==> src/rtl/adc_seq_pkg.sv <==
package adc_seq_pkg;
  // register addresses
  localparam int RA_CTRL   = 0;
  localparam int RA_CFG    = 1;
  localparam int RA_CHAN   = 2;
  localparam int RA_RES_HI = 3;
  localparam int RA_RES_LO = 4;

  // decimation length in ADC ticks for a 2-bit code
  function automatic int unsigned decim_len(input logic [1:0] code);
    return 32'd64 << code;
  endfunction
endpackage

==> src/rtl/adc_clk_div.sv <==
module adc_clk_div #(
  parameter int DIV = 6
) (
  input  logic clk,
  input  logic rst,
  output logic tick
);
  localparam int CW = $clog2(DIV);
  logic [CW-1:0] cnt;

  always_ff @(posedge clk) begin
    if (rst) begin
      cnt  <= '0;
      tick <= 1'b0;
    end else if (cnt == CW'(DIV - 1)) begin
      cnt  <= '0;
      tick <= 1'b1;
    end else begin
      cnt  <= cnt + 1'b1;
      tick <= 1'b0;
    end
  end
endmodule

==> src/rtl/adc_conv_timer.sv <==
module adc_conv_timer import adc_seq_pkg::*; #(
  parameter int SETTLE = 16,
  parameter int CNT_W  = 10
) (
  input  logic       clk,
  input  logic       rst,
  input  logic       tick,
  input  logic       start,
  input  logic [1:0] decim_code,
  output logic       active,
  output logic       window,
  output logic       done
);
  localparam logic [CNT_W-1:0] SETTLE_C = CNT_W'(SETTLE);

  logic [CNT_W-1:0] cnt;
  logic [CNT_W-1:0] last_q;   // total ticks minus one, fixed at start

  assign done   = active && tick && (cnt == last_q);
  assign window = active && (cnt >= SETTLE_C);

  always_ff @(posedge clk) begin
    if (rst) begin
      active <= 1'b0;
      cnt    <= '0;
      last_q <= '0;
    end else if (start) begin
      active <= 1'b1;
      cnt    <= '0;
      last_q <= SETTLE_C + CNT_W'(decim_len(decim_code)) - 1'b1;
    end else if (active && tick) begin
      if (cnt == last_q) active <= 1'b0;
      else               cnt    <= cnt + 1'b1;
    end
  end
endmodule

==> src/rtl/adc_sched.sv <==
module adc_sched #(
  parameter int CH_W  = 4,
  parameter int SEQ_W = 3
) (
  input  logic             clk,
  input  logic             rst,
  input  logic             seq_go,
  input  logic [SEQ_W-1:0] seq_end,
  input  logic             extra_req,
  input  logic [CH_W-1:0]  extra_ch,
  input  logic             conv_active,
  input  logic             conv_done,
  output logic             start,
  output logic [CH_W-1:0]  start_ch,
  output logic             cur_extra,
  output logic             seq_busy,
  output logic             extra_pend
);
  logic             seq_act;
  logic [SEQ_W-1:0] seq_nxt;
  logic [SEQ_W-1:0] end_q;
  logic [CH_W-1:0]  xch_q;
  logic             slot_free;

  assign slot_free = !conv_active || conv_done;
  assign start     = slot_free && (extra_pend || seq_act);
  assign start_ch  = extra_pend ? xch_q : CH_W'(seq_nxt);
  assign seq_busy  = seq_act || (conv_active && !cur_extra);

  always_ff @(posedge clk) begin
    if (rst) begin
      seq_act    <= 1'b0;
      seq_nxt    <= '0;
      end_q      <= '0;
      xch_q      <= '0;
      extra_pend <= 1'b0;
      cur_extra  <= 1'b0;
    end else begin
      if (start && extra_pend) begin
        extra_pend <= 1'b0;
        cur_extra  <= 1'b1;
      end else if (start) begin
        cur_extra <= 1'b0;
        if (seq_nxt == end_q) seq_act <= 1'b0;
        else                  seq_nxt <= seq_nxt + 1'b1;
      end else if (seq_go && !seq_busy) begin
        seq_act <= 1'b1;
        seq_nxt <= '0;
        end_q   <= seq_end;
      end
      if (extra_req) begin
        extra_pend <= 1'b1;
        xch_q      <= extra_ch;
      end
    end
  end
endmodule

==> src/rtl/adc_seq_ctrl.sv <==
module adc_seq_ctrl import adc_seq_pkg::*; #(
  parameter int CLK_DIV   = 6,
  parameter int SETTLE    = 16,
  parameter int RES_W     = 14,
  parameter int CH_W      = 4,
  parameter int SEQ_W     = 3,
  parameter int DATA_W    = 8,
  parameter int ADDR_W    = 3,
  parameter int CHAN_WRAP = 12,
  parameter int CNT_W     = 10
) (
  input  logic                    clk,
  input  logic                    rst,
  input  logic                    wr_en,
  input  logic [ADDR_W-1:0]       wr_addr,
  input  logic [DATA_W-1:0]       wr_data,
  input  logic                    rd_en,
  input  logic [ADDR_W-1:0]       rd_addr,
  output logic [DATA_W-1:0]       rd_data,
  input  logic [RES_W-1:0]        result_in,
  output logic                    adc_tick,
  output logic [CH_W-1:0]         mux_ch,
  output logic                    filt_window,
  output logic                    busy,
  output logic                    eoc,
  output logic                    irq,
  output logic [(1<<SEQ_W)-1:0]   dma_ch,
  output logic                    dma_all
);
  localparam int N_DMA  = 1 << SEQ_W;
  localparam int WORD_W = 2 * DATA_W;
  localparam int PAD_W  = WORD_W - RES_W;

  logic tick, conv_active, conv_done, st, cur_extra, seq_busy, extra_pend;
  logic [CH_W-1:0]  st_ch;
  logic [1:0]       cfg_decim;
  logic             cfg_se;
  logic [SEQ_W-1:0] cfg_end;
  logic [CH_W-1:0]  chan_wr, last_ch, chan_rb;
  logic [RES_W-1:0] res_q, res_in_c;
  logic [WORD_W-1:0] res_word;
  logic seq_go, extra_req;
  logic unused_wr;

  assign unused_wr = wr_data[DATA_W-1];
  assign seq_go    = wr_en && (wr_addr == ADDR_W'(RA_CTRL)) && wr_data[0];
  assign extra_req = wr_en && (wr_addr == ADDR_W'(RA_CHAN));

  adc_clk_div #(.DIV(CLK_DIV)) u_div (.clk(clk), .rst(rst), .tick(tick));

  adc_conv_timer #(.SETTLE(SETTLE), .CNT_W(CNT_W)) u_tmr (
    .clk(clk), .rst(rst), .tick(tick), .start(st), .decim_code(cfg_decim),
    .active(conv_active), .window(filt_window), .done(conv_done));

  adc_sched #(.CH_W(CH_W), .SEQ_W(SEQ_W)) u_sch (
    .clk(clk), .rst(rst), .seq_go(seq_go), .seq_end(cfg_end),
    .extra_req(extra_req), .extra_ch(wr_data[CH_W-1:0]),
    .conv_active(conv_active), .conv_done(conv_done),
    .start(st), .start_ch(st_ch), .cur_extra(cur_extra),
    .seq_busy(seq_busy), .extra_pend(extra_pend));

  assign adc_tick = tick;
  assign busy     = conv_active;
  assign res_in_c = (cfg_se && result_in[RES_W-1]) ? '0 : result_in;
  assign res_word = {res_q, {PAD_W{1'b0}}};
  assign chan_rb  = (chan_wr < CH_W'(CHAN_WRAP)) ? last_ch + 1'b1 : last_ch;

  // configuration and channel field
  always_ff @(posedge clk) begin
    if (rst) begin
      cfg_decim <= '0;
      cfg_se    <= 1'b0;
      cfg_end   <= '0;
      chan_wr   <= '0;
    end else if (wr_en) begin
      if (wr_addr == ADDR_W'(RA_CFG)) begin
        cfg_decim <= wr_data[1:0];
        cfg_se    <= wr_data[2];
        cfg_end   <= wr_data[4 +: SEQ_W];
      end
      if (wr_addr == ADDR_W'(RA_CHAN)) chan_wr <= wr_data[CH_W-1:0];
    end
  end

  // conversion bookkeeping and completion events
  always_ff @(posedge clk) begin
    if (rst) begin
      mux_ch  <= '0;
      last_ch <= '0;
      res_q   <= '0;
      eoc     <= 1'b0;
      irq     <= 1'b0;
      dma_all <= 1'b0;
    end else begin
      if (st) mux_ch <= st_ch;
      irq     <= conv_done && cur_extra;
      dma_all <= conv_done && !cur_extra;
      if (conv_done) begin
        res_q   <= res_in_c;
        last_ch <= mux_ch;
        eoc     <= 1'b1;
      end else if (rd_en && rd_addr == ADDR_W'(RA_RES_HI)) begin
        eoc <= 1'b0;
      end
    end
  end

  for (genvar i = 0; i < N_DMA; i++) begin : g_dma
    always_ff @(posedge clk) begin
      if (rst) dma_ch[i] <= 1'b0;
      else     dma_ch[i] <= conv_done && !cur_extra && (mux_ch == CH_W'(i));
    end
  end

  // registered read port
  always_ff @(posedge clk) begin
    if (rst) begin
      rd_data <= '0;
    end else if (rd_en) begin
      case (rd_addr)
        ADDR_W'(RA_CTRL):   rd_data <= {eoc, conv_active, seq_busy, extra_pend, {(DATA_W-4){1'b0}}};
        ADDR_W'(RA_CFG):    rd_data <= DATA_W'({cfg_end, 1'b0, cfg_se, cfg_decim});
        ADDR_W'(RA_CHAN):   rd_data <= DATA_W'(chan_rb);
        ADDR_W'(RA_RES_HI): rd_data <= res_word[WORD_W-1:DATA_W];
        ADDR_W'(RA_RES_LO): rd_data <= res_word[DATA_W-1:0];
        default:            rd_data <= '0;
      endcase
    end
  end
endmodule

==> config.mk <==
export PLATFORM = sky130hd
export DESIGN_NAME = adc_seq_ctrl
export DESIGN_NICKNAME = d
export VERILOG_FILES = /design/src/rtl/adc_seq_pkg.sv /design/src/rtl/adc_clk_div.sv /design/src/rtl/adc_conv_timer.sv /design/src/rtl/adc_sched.sv /design/src/rtl/adc_seq_ctrl.sv
export SDC_FILE = /design/constraint.sdc
export NUM_CORES = 1
export LEC_CHECK = 0
export ABC_CLOCK_PERIOD_IN_PS = 7990
export CELL_PAD_IN_SITES_DETAIL_PLACEMENT = 0
export CELL_PAD_IN_SITES_GLOBAL_PLACEMENT = 1
export CORE_UTILIZATION = 44
export DETAILED_ROUTE_END_ITERATION = 7
export PLACE_DENSITY = 0.95
export SLEW_MARGIN = 5
export SYNTH_ARGS = -nofsm -noshare
export SYNTH_HDL_FRONTEND = slang
export SYNTH_HIERARCHICAL = 1
export SYNTH_SLANG_ARGS = --single-unit
==> constraint.sdc <==
create_clock -name clk -period 7.99 [get_ports clk]
set_input_delay 1.598 -clock clk [delete_from_list [all_inputs] [get_ports clk]]
set_output_delay 1.598 -clock clk [all_outputs]
set_load 0.02 [all_outputs]
==> results of run 1 <==
-- final cells by class --
type	instances	share of cell area
Clock buffer	12	0.03417
Clock inverter	4	0.01102
Inverter	13	0.01075
Multi-Input combinational cell	283	0.4263
Sequential cell	82	0.3615
Tap cell	105	0.02893
Timing Repair Buffer	59	0.1273
-- worst register-to-register path, stage by stage, from the launching register on --
cell and delay [ns]:
dfxtp_1 0.37, or4_4 0.57, o22ai_4 0.20, nand3_1 0.10
nor2_1 0.11, buf_4 0.31, nand2b_1 0.25, o21ai_2 0.10
inv_1 0.50, or2_2 0.36, nor2_1 0.07
-- kinds of logic (layout without fill, tap and decap cells) --
logic type,count (synthesis),count (layout)
simple gates,161,161
flops,82,82
compound gates,62,62
mux,38,38
buf+inv,30,88
xor+xnor,16,16
fa+ha+maj,6,6
-- worst paths after layout --
check	endpoint	slack (ns)	cells past startpoint
hold reg to reg	u_div/cnt[0]	0.45	1
setup reg to reg	u_tmr/cnt[2]	4.93	10
setup / recovery	filt_window	4.35	3
hold / removal	u_div/cnt[0]	0.45	1
-- sequential cells by signal, summed over array words and instances (netlist names), 2 cells and up --
register and count:
u_div/cnt 3, chan_wr 2, u_sch/end_q 3, cfg_decim 2, last_ch 4, rd_data 8
u_sch/seq_nxt 3, u_sch/xch_q 4, res_q 14, dma_ch 8, mux_ch 4, u_tmr/last_q 5
cfg_end 3, u_tmr/cnt 10
-- cell usage in the layout, fill, tap and decap left out, drive strengths merged, types with 2 or more instances in the layout --
| cell type | count |
|---|---|
| clkinvlp | 2 |
| nor3 | 7 |
| nand3 | 12 |
| o22ai | 3 |
| nor3b | 5 |
| a222oi | 3 |
| ha | 6 |
| xnor2 | 6 |
| nand4 | 4 |
| a22o | 2 |
| mux2i | 35 |
| nor4b | 2 |
| xor2 | 10 |
| and3b | 2 |
| nor2b | 15 |
| a21oi | 30 |
| nand2 | 11 |
| nor2 | 69 |
| a31oi | 4 |
| nand3b | 5 |
| nand2b | 12 |
| a21boi | 2 |
| buf | 4 |
| o21ai | 8 |
| inv | 13 |
| clkbuf | 12 |
| mux2 | 3 |
| a21o | 3 |
| or3b | 3 |
| clkdlybuf4s50 | 55 |
| and3 | 4 |
| and2 | 2 |
| or4 | 2 |
| dfxtp | 82 |
-- where the power goes --
part           internal (mW)  switching [mW]  leakage (nW)
registers              0.412         0.00399         0.662
clock network          0.161           0.146        0.0986
logic                 0.0249          0.0255         0.965
-- metrics by stage --
step                      hold WS, ns  std cells  utilization  worst slack, ns
after floorplan                0.4214        395            -            5.129
after CTS                      0.4588        558       0.5554            4.336
after detailed placement       0.4419        542       0.5303            4.437
final                          0.4530        558       0.5554            4.352
after global placement         0.4315        542       0.5303            4.407
after global routing           0.4828        558       0.5554            4.270
-- layer usage --
metal | vias to the layer above | global-route usage | part of all wire
met1 | 1405 | 0.2460 | 0.48
li1 | 1468 | - | -
met3 | 12 | 0.03236 | 0.038
met5 | - | 0 | 0
met2 | 62 | 0.3060 | 0.47
met4 | 0 | 0.08205 | 0.016
==> qor.yml, run 1 <==
die-area_um2: 8812
async_flop_share: 0
fp.dieW_um: 93.87
track_usage: 0.1888
synth_ff_type: "dfxtp_1"
final-hold-violation-count: 0
worstHoldPathType: "flop to flop"
max_stage_delay_ns: 0.54
syn-num-nets: 433
tns_ns: 0
ys_seq_area_frac: 0.4420
vias_per_cell: 5.281
die_h_um: 93.87
numClockSinks: 82
fin_skew_ns: 0.004765
crit_family: "simple AND/OR/NAND/NOR gates"
cp-start-kind: "flop"
num_rows: 33
synth-seq-cells: 82
setup_viol: 0
cts_resized: 0
wl_um: 7769
synth-edff-count: 0
synth_area_per_cell_um2: 9.401
synthAdderAreaFrac: 0.02022
status: "completed"
yosys.area_share.simple: 0.2443
cts_inserted_buffers: 9
gp_congestion: 0.8455
fmax_mhz: 274.8
grt_first_pass_wirelength_um: 12880
period_share: 0.4554
multiInputGateArea_um2: 1936
postCtsSetupRepairBufs: 0
p_per_area_nw_per_um2: 170.4
drv_slew: 0
maxCapViolCount: 0
drtAntennaViolNets: 0
grt_pass1_vias: 2765
cp-startpoint: "u_tmr/cnt[4]"
cts_max_level: 3
synth.most_common_cell: "dfxtp_1"
layout.area.seq_um2: 1642
pin_count: 58
vdd_drop_max_uv: 89.51
yosys.area_share.xor_xnor: 0.03774
synthCells: 395
clkLatencyLatePin_ns: 0.34
path_max_fanout: 6
worst_pin_slew_ns: 0.7871
worstReg2RegStart: "u_tmr/cnt[0]"
min_period_ns: 3.638
slew_headroom: 0.4706
overflow: 0
fin_area_um2: 4541
antenna_found_initial: 0
synthMuxAreaShare: 0.1034
synth_cell_types: 60
cp_slowest_cell: "or4_1"
core_area_um2: 8175
path_buf_inv: 1
worst_ep_arrival_time_ns: 2.04
fillers: 733
rsz0062_at_grt: "false"
cts_tree: "built"
path_cells: "or4_1, o31a_1, clkdlybuf4s50_1"
drive_above_1_share: 0.09492
vias: 2947
holdBufCountCts: 0
p_total_mw: 0.7736
ys_top_cells_by_count: "dfxtp_1 (82), nor2_1 (69), mux2i_1 (35)"
cp-end-kind: "output pin"
clk_pin_slew_ns: 0.08
grt_start_max_net_pins: 62
synth_top_area_share: 0.4420
yosysWarnings: 6
cts.path.max_buffers: 2
place_area_um2: 4335
synth.area.top_cells: "dfxtp_1 (44%), mux2i_1 (9.4%), nor2_1 (7.0%)"
drt_iter0_markers: 102
area_delta_synth_final_pct: 22.27
synth_largest_area_cell: "dfxtp_1"
diodes: 0
leakage_nw: 1.726
drcViolationCount: 0
hold_path_startpoint: "u_div/cnt[0]"
place_hpwl_um: 5428
nets: 486
initial_core_util: 0.4542
synth_compound_area_frac: 0.1156
crit_required_ns: 6.39
synthesis.area_um2: 3714
wl_per_cell_um: 13.92
first_pass_iters: 4
root_buffer: "clkbuf_8"
path_class: "flop to output pin"
synth_top_family_by_area: "simple AND/OR/NAND/NOR gates"
io_buffers: 56
No activity file was read; power rests on OpenSTA's default activity.
==> run 2, diff against run 1 <==
Settings changed: ABC_CLOCK_PERIOD_IN_PS 7990 to 2900, CORE_UTILIZATION 44 to 37, PLACE_DENSITY 0.95 to 0.87.
Clock period 7.99 ns to 2.9 ns, I/O delays scaled along.
==> qor.yml, run 2 (synthesized netlist as in run 1, its figures left out) <==
status: "completed"
overflow: 0
cts_max_level: 3
fin_skew_ns: 0.007854
nets: 490
slew_headroom: 0.5227
drcViolationCount: 0
grt_pass1_vias: 2817
crit_end: "dma_ch[0]"
fp.dieW_um: 102.2
setup_viol: 0
cts_resized: 0
pin_count: 58
maxCapViolCount: 0
path_max_fanout: 23
rr_worst_depth: 8
worstHoldPathType: "flop to flop"
p_per_area_nw_per_um2: 463.9
gp_congestion: 0.8222
drt_iter0_markers: 155
track_usage: 0.1681
layout_common_cells: "dfxtp_1 (82), nor2_1 (69), clkdlybuf4s50_1 (55), mux2i_1 (35), a21oi_1 (27)"
cp-startpoint: "u_tmr/cnt[0]"
hold_path_depth: 1
clk_pin_slew_ns: 0.08
rsz0062_at_grt: "true"
leakage_nw: 1.743
clkLatencyLatePin_ns: 0.36
rr_endpoint: "dma_ch[0]"
cts_inserted_buffers: 9
worst_ep_arrival_time_ns: 2.96
die-area_um2: 10440
crit_required_ns: 3.19
first_pass_iters: 5
largest_reg_flops: 14
cp_slowest_cell: "or4_4"
numClockSinks: 82
grt_start_max_net_pins: 31
cts_tree: "built"
area_delta_synth_final_pct: 23.99
tns_ns: 0
die_h_um: 102.2
num_rows: 36
holdBufCountCts: 0
diodes: 0
period_share: 0.9207
final-hold-violation-count: 0
drtAntennaViolNets: 0
drv_slew: 0
worstReg2RegStart: "u_tmr/cnt[0]"
place_area_um2: 4400
max_stage_delay_ns: 0.57
antenna_found_initial: 0
grt_first_pass_wirelength_um: 13490
regMostFlops: "res_q"
place_hpwl_um: 5889
p_total_mw: 2.136
cp-end-kind: "flop"
final_common_cell: "dfxtp_1"
min_period_ns: 2.670
path_cells: "or4_4, o22ai_4, nand3_1, nor2_1, buf_4, nor3b_4, or3b_1, nor3_2"
fin_area_um2: 4604
io_buffers: 56
largestRegisters: "res_q x14, u_tmr/cnt x10"
wl_per_cell_um: 14.03
worst_pin_slew_ns: 0.7129
cp-start-kind: "flop"
drive_above_1_share: 0.1028
fmax_mhz: 374.5
root_buffer: "clkbuf_8"
vias_per_cell: 4.985
vdd_drop_max_uv: 295.6
wl_um: 8277
initial_core_util: 0.3817
core_area_um2: 9729
vias: 2941
reg2reg_slack_ns: 0.23
postCtsSetupRepairBufs: 0
path_class: "flop to flop"
cts.path.max_buffers: 2
## run 2: worst min path at each step
| stage | startpoint | end | slack (ns) |
|---|---|---|---|
| 2_1_floorplan | u_div/cnt[0] | u_div/cnt[0] | 0.42 |
| 3_3_place_gp | u_div/cnt[0] | u_div/cnt[0] | 0.43 |
| 3_5_place_dp | u_div/cnt[0] | u_div/cnt[0] | 0.45 |
| 4_1_cts | u_div/cnt[0] | u_div/cnt[0] | 0.46 |
| 5_1_grt | u_div/cnt[0] | u_div/cnt[0] | 0.49 |
| 6_report | u_div/cnt[0] | u_div/cnt[0] | 0.46 |
## run 2: power by group
group	switching (mW)	internal, mW	total (mW)
Combinational	0.0737	0.0715	0.145
Sequential	0.0107	1.14	1.15
Clock	0.419	0.426	0.845
Total	0.503	1.63	2.14
## run 2: worst max-delay path: cells and delay by family (launching register included)
kind / cells / cell delay, ns
and+or+nand+nor: 6 / 1.69
DFF: 1 / 0.37
buffers and inverters: 1 / 0.33
AOI/OAI and AO/OA: 1 / 0.21
## run 2: layout make-up
class,instances,area (um^2)
Fill cell,955,5125
Multi-Input combinational cell,283,1936
Sequential cell,82,1642
Timing Repair Buffer,63,608.1
Tap cell,133,166.4
Clock buffer,11,141.4
Clock inverter,5,62.56
Inverter,13,48.80
## run 2: metrics by stage
step	std cells	hold slack, ns	setup slack [ns]	util
6_report	590	0.4566	0.2301	0.4733
2_1_floorplan	395	0.4214	0.1698	-
4_1_cts	590	0.4628	0.2075	0.4733
3_3_place_gp	574	0.4295	0.3003	0.4523
5_1_grt	590	0.4889	-0.01424	0.4733
3_5_place_dp	574	0.4454	0.2463	0.4523
## run 2: metal layers
layer / global-route usage / share of wire / vias to the layer above
li1: - / - / 1484
met1: 0.2186 / 0.49 / 1387
met2: 0.2747 / 0.45 / 61
met3: 0.03830 / 0.049 / 9
met4: 0.05714 / 0.011 / 0
met5: 0 / 0 / -
==> run 3, diff against run 2 <==
Settings changed: ABC_AREA from default to 1, CORE_MARGIN from default to 2, CORE_UTILIZATION 37 to 35, MAX_ROUTING_LAYER from default to met4.
==> qor.yml, run 3 <==
gp_congestion: 0.8957
synthAdderAreaFrac: 0.01914
holdBufCountCts: 0
p_per_area_nw_per_um2: 482.3
wl_per_cell_um: 12.57
track_usage: 0.1710
period_share: 0.8406
layout_common_cells: "nand2_1 (160), dfxtp_1 (82), inv_1 (67), clkdlybuf4s50_1 (56), nor2_1 (51)"
drive_above_1_share: 0.1156
drt_iter0_markers: 130
synth_ff_type: "dfxtp_1"
die_h_um: 109.8
syn-num-nets: 590
diodes: 0
core_area_um2: 10890
synth_largest_area_cell: "dfxtp_1"
synth-edff-count: 0
regMostFlops: "res_q"
pin_count: 58
synth_compound_area_frac: 0.1362
cp-start-kind: "flop"
cts_max_level: 3
synthCells: 552
yosysWarnings: 6
place_hpwl_um: 7018
fmax_mhz: 410.2
numClockSinks: 82
ys_seq_area_frac: 0.4186
final-hold-violation-count: 0
largestRegisters: "res_q x14, u_tmr/cnt x10"
ys_top_cells_by_count: "nand2_1 (160), dfxtp_1 (82), inv_1 (67)"
num_rows: 38
vias_per_cell: 4.749
hold-worst-slack_ns: 0.4567
synth.most_common_cell: "nand2_1"
synth_top_family_by_area: "simple AND/OR/NAND/NOR gates"
yosys.area_share.simple: 0.3242
slew_headroom: 0.5732
first_pass_iters: 4
worstHoldPathType: "flop to flop"
cts_resized: 0
io_buffers: 56
largest_reg_flops: 14
nets: 647
maxCapViolCount: 0
cts_inserted_buffers: 9
synth_top_area_share: 0.4186
leakage_nw: 2.030
fin_skew_ns: 0.01057
grt_first_pass_wirelength_um: 15700
rsz0062_at_grt: "false"
grt_pass1_vias: 3468
area_delta_synth_final_pct: 23.87
root_buffer: "clkbuf_8"
drtAntennaViolNets: 0
antenna_found_initial: 0
drv_slew: 0
drcViolationCount: 0
cp-end-kind: "output pin"
worst_ep_arrival_time_ns: 1.86
worst_pin_slew_ns: 0.6395
cts_tree: "built"
final_common_cell: "nand2_1"
cts.path.max_buffers: 2
clk_pin_slew_ns: 0.08
hold_path_depth: 1
postCtsSetupRepairBufs: 0
synth_area_per_cell_um2: 7.104
die-area_um2: 12070
initial_core_util: 0.3601
min_period_ns: 2.438
vdd_drop_max_uv: 197.9
yosys.area_share.xor_xnor: 0.006701
setup_viol: 0
grt_start_max_net_pins: 38
clkLatencyLatePin_ns: 0.35
synth_cell_types: 34
path_class: "flop to output pin"
tns_ns: 0
wl_um: 9476
synth-seq-cells: 82
synthesis.area_um2: 3921
fp.dieW_um: 109.8
fillers: 1132
status: "completed"
crit_required_ns: 2.32
synthMuxAreaShare: 0
synth.area.top_cells: "dfxtp_1 (42%), nand2_1 (15%), inv_1 (6.4%)"
vias: 3581
async_flop_share: 0
overflow: 0
path_max_fanout: 7
rr_worst_depth: 13
## run 3: cell type report
type	instances	area, um^2	share of cell area
clock buffer	10	127.6	0.02628
clock inverter	6	112.6	0.02318
inverter	78	295.3	0.06079
multi-input combinational	377	1907	0.3926
sequential	82	1642	0.3380
timing repair buffer	61	598.1	0.1231
tap	140	175.2	0.03606
## run 3: kinds of logic after synthesis
| group | Yosys count |
|---|---|
| simple gates | 281 |
| buf+inv | 93 |
| compound gates | 87 |
| flops | 82 |
| fa+ha+maj | 6 |
| xor+xnor | 3 |
## run 3: final timing paths
path | from | end | slack, ns
setup / recovery | u_tmr/cnt[4] | filt_window | 0.46
hold / removal | u_div/cnt[0] | u_div/cnt[0] | 0.46
setup reg to reg | u_tmr/cnt[3] | u_tmr/last_q[7] | 0.60
hold reg to reg | u_div/cnt[0] | u_div/cnt[0] | 0.46
## run 3: critical path, cell delays in order (launching register included)
cell	delay [ns]
dfxtp_1	0.38
nor2_2	0.16
nand3_1	0.09
o31ai_1	0.28
inv_1	0.07
clkdlybuf4s50_1	0.54
## run 3: per-stage QoR
stage	worst slack (ns)	utilization	power (mW)	instance area, um^2	cells
2_1_floorplan	0.8897	-	1.287	3921	552
3_3_place_gp	0.6734	0.4240	1.368	4617	738
3_5_place_dp	0.5924	0.4240	1.372	4617	738
4_1_cts	0.4304	0.4461	2.373	4857	754
5_1_grt	0.3156	0.4461	2.448	4857	754
6_report	0.4622	0.4461	2.342	4857	754
## run 3: report_power, final
group	leakage [nW]	switching, mW	internal (mW)
combinational	1.25	0.107	0.0780
clock	0.121	0.420	0.577
sequential	0.663	0.0164	1.14
## run 3: metal layers
metal	GRT usage	part of all wire
met1	0.1942	0.45
met2	0.2954	0.50
met3	0.02667	0.031
met4	0.07685	0.020
met5	-	0
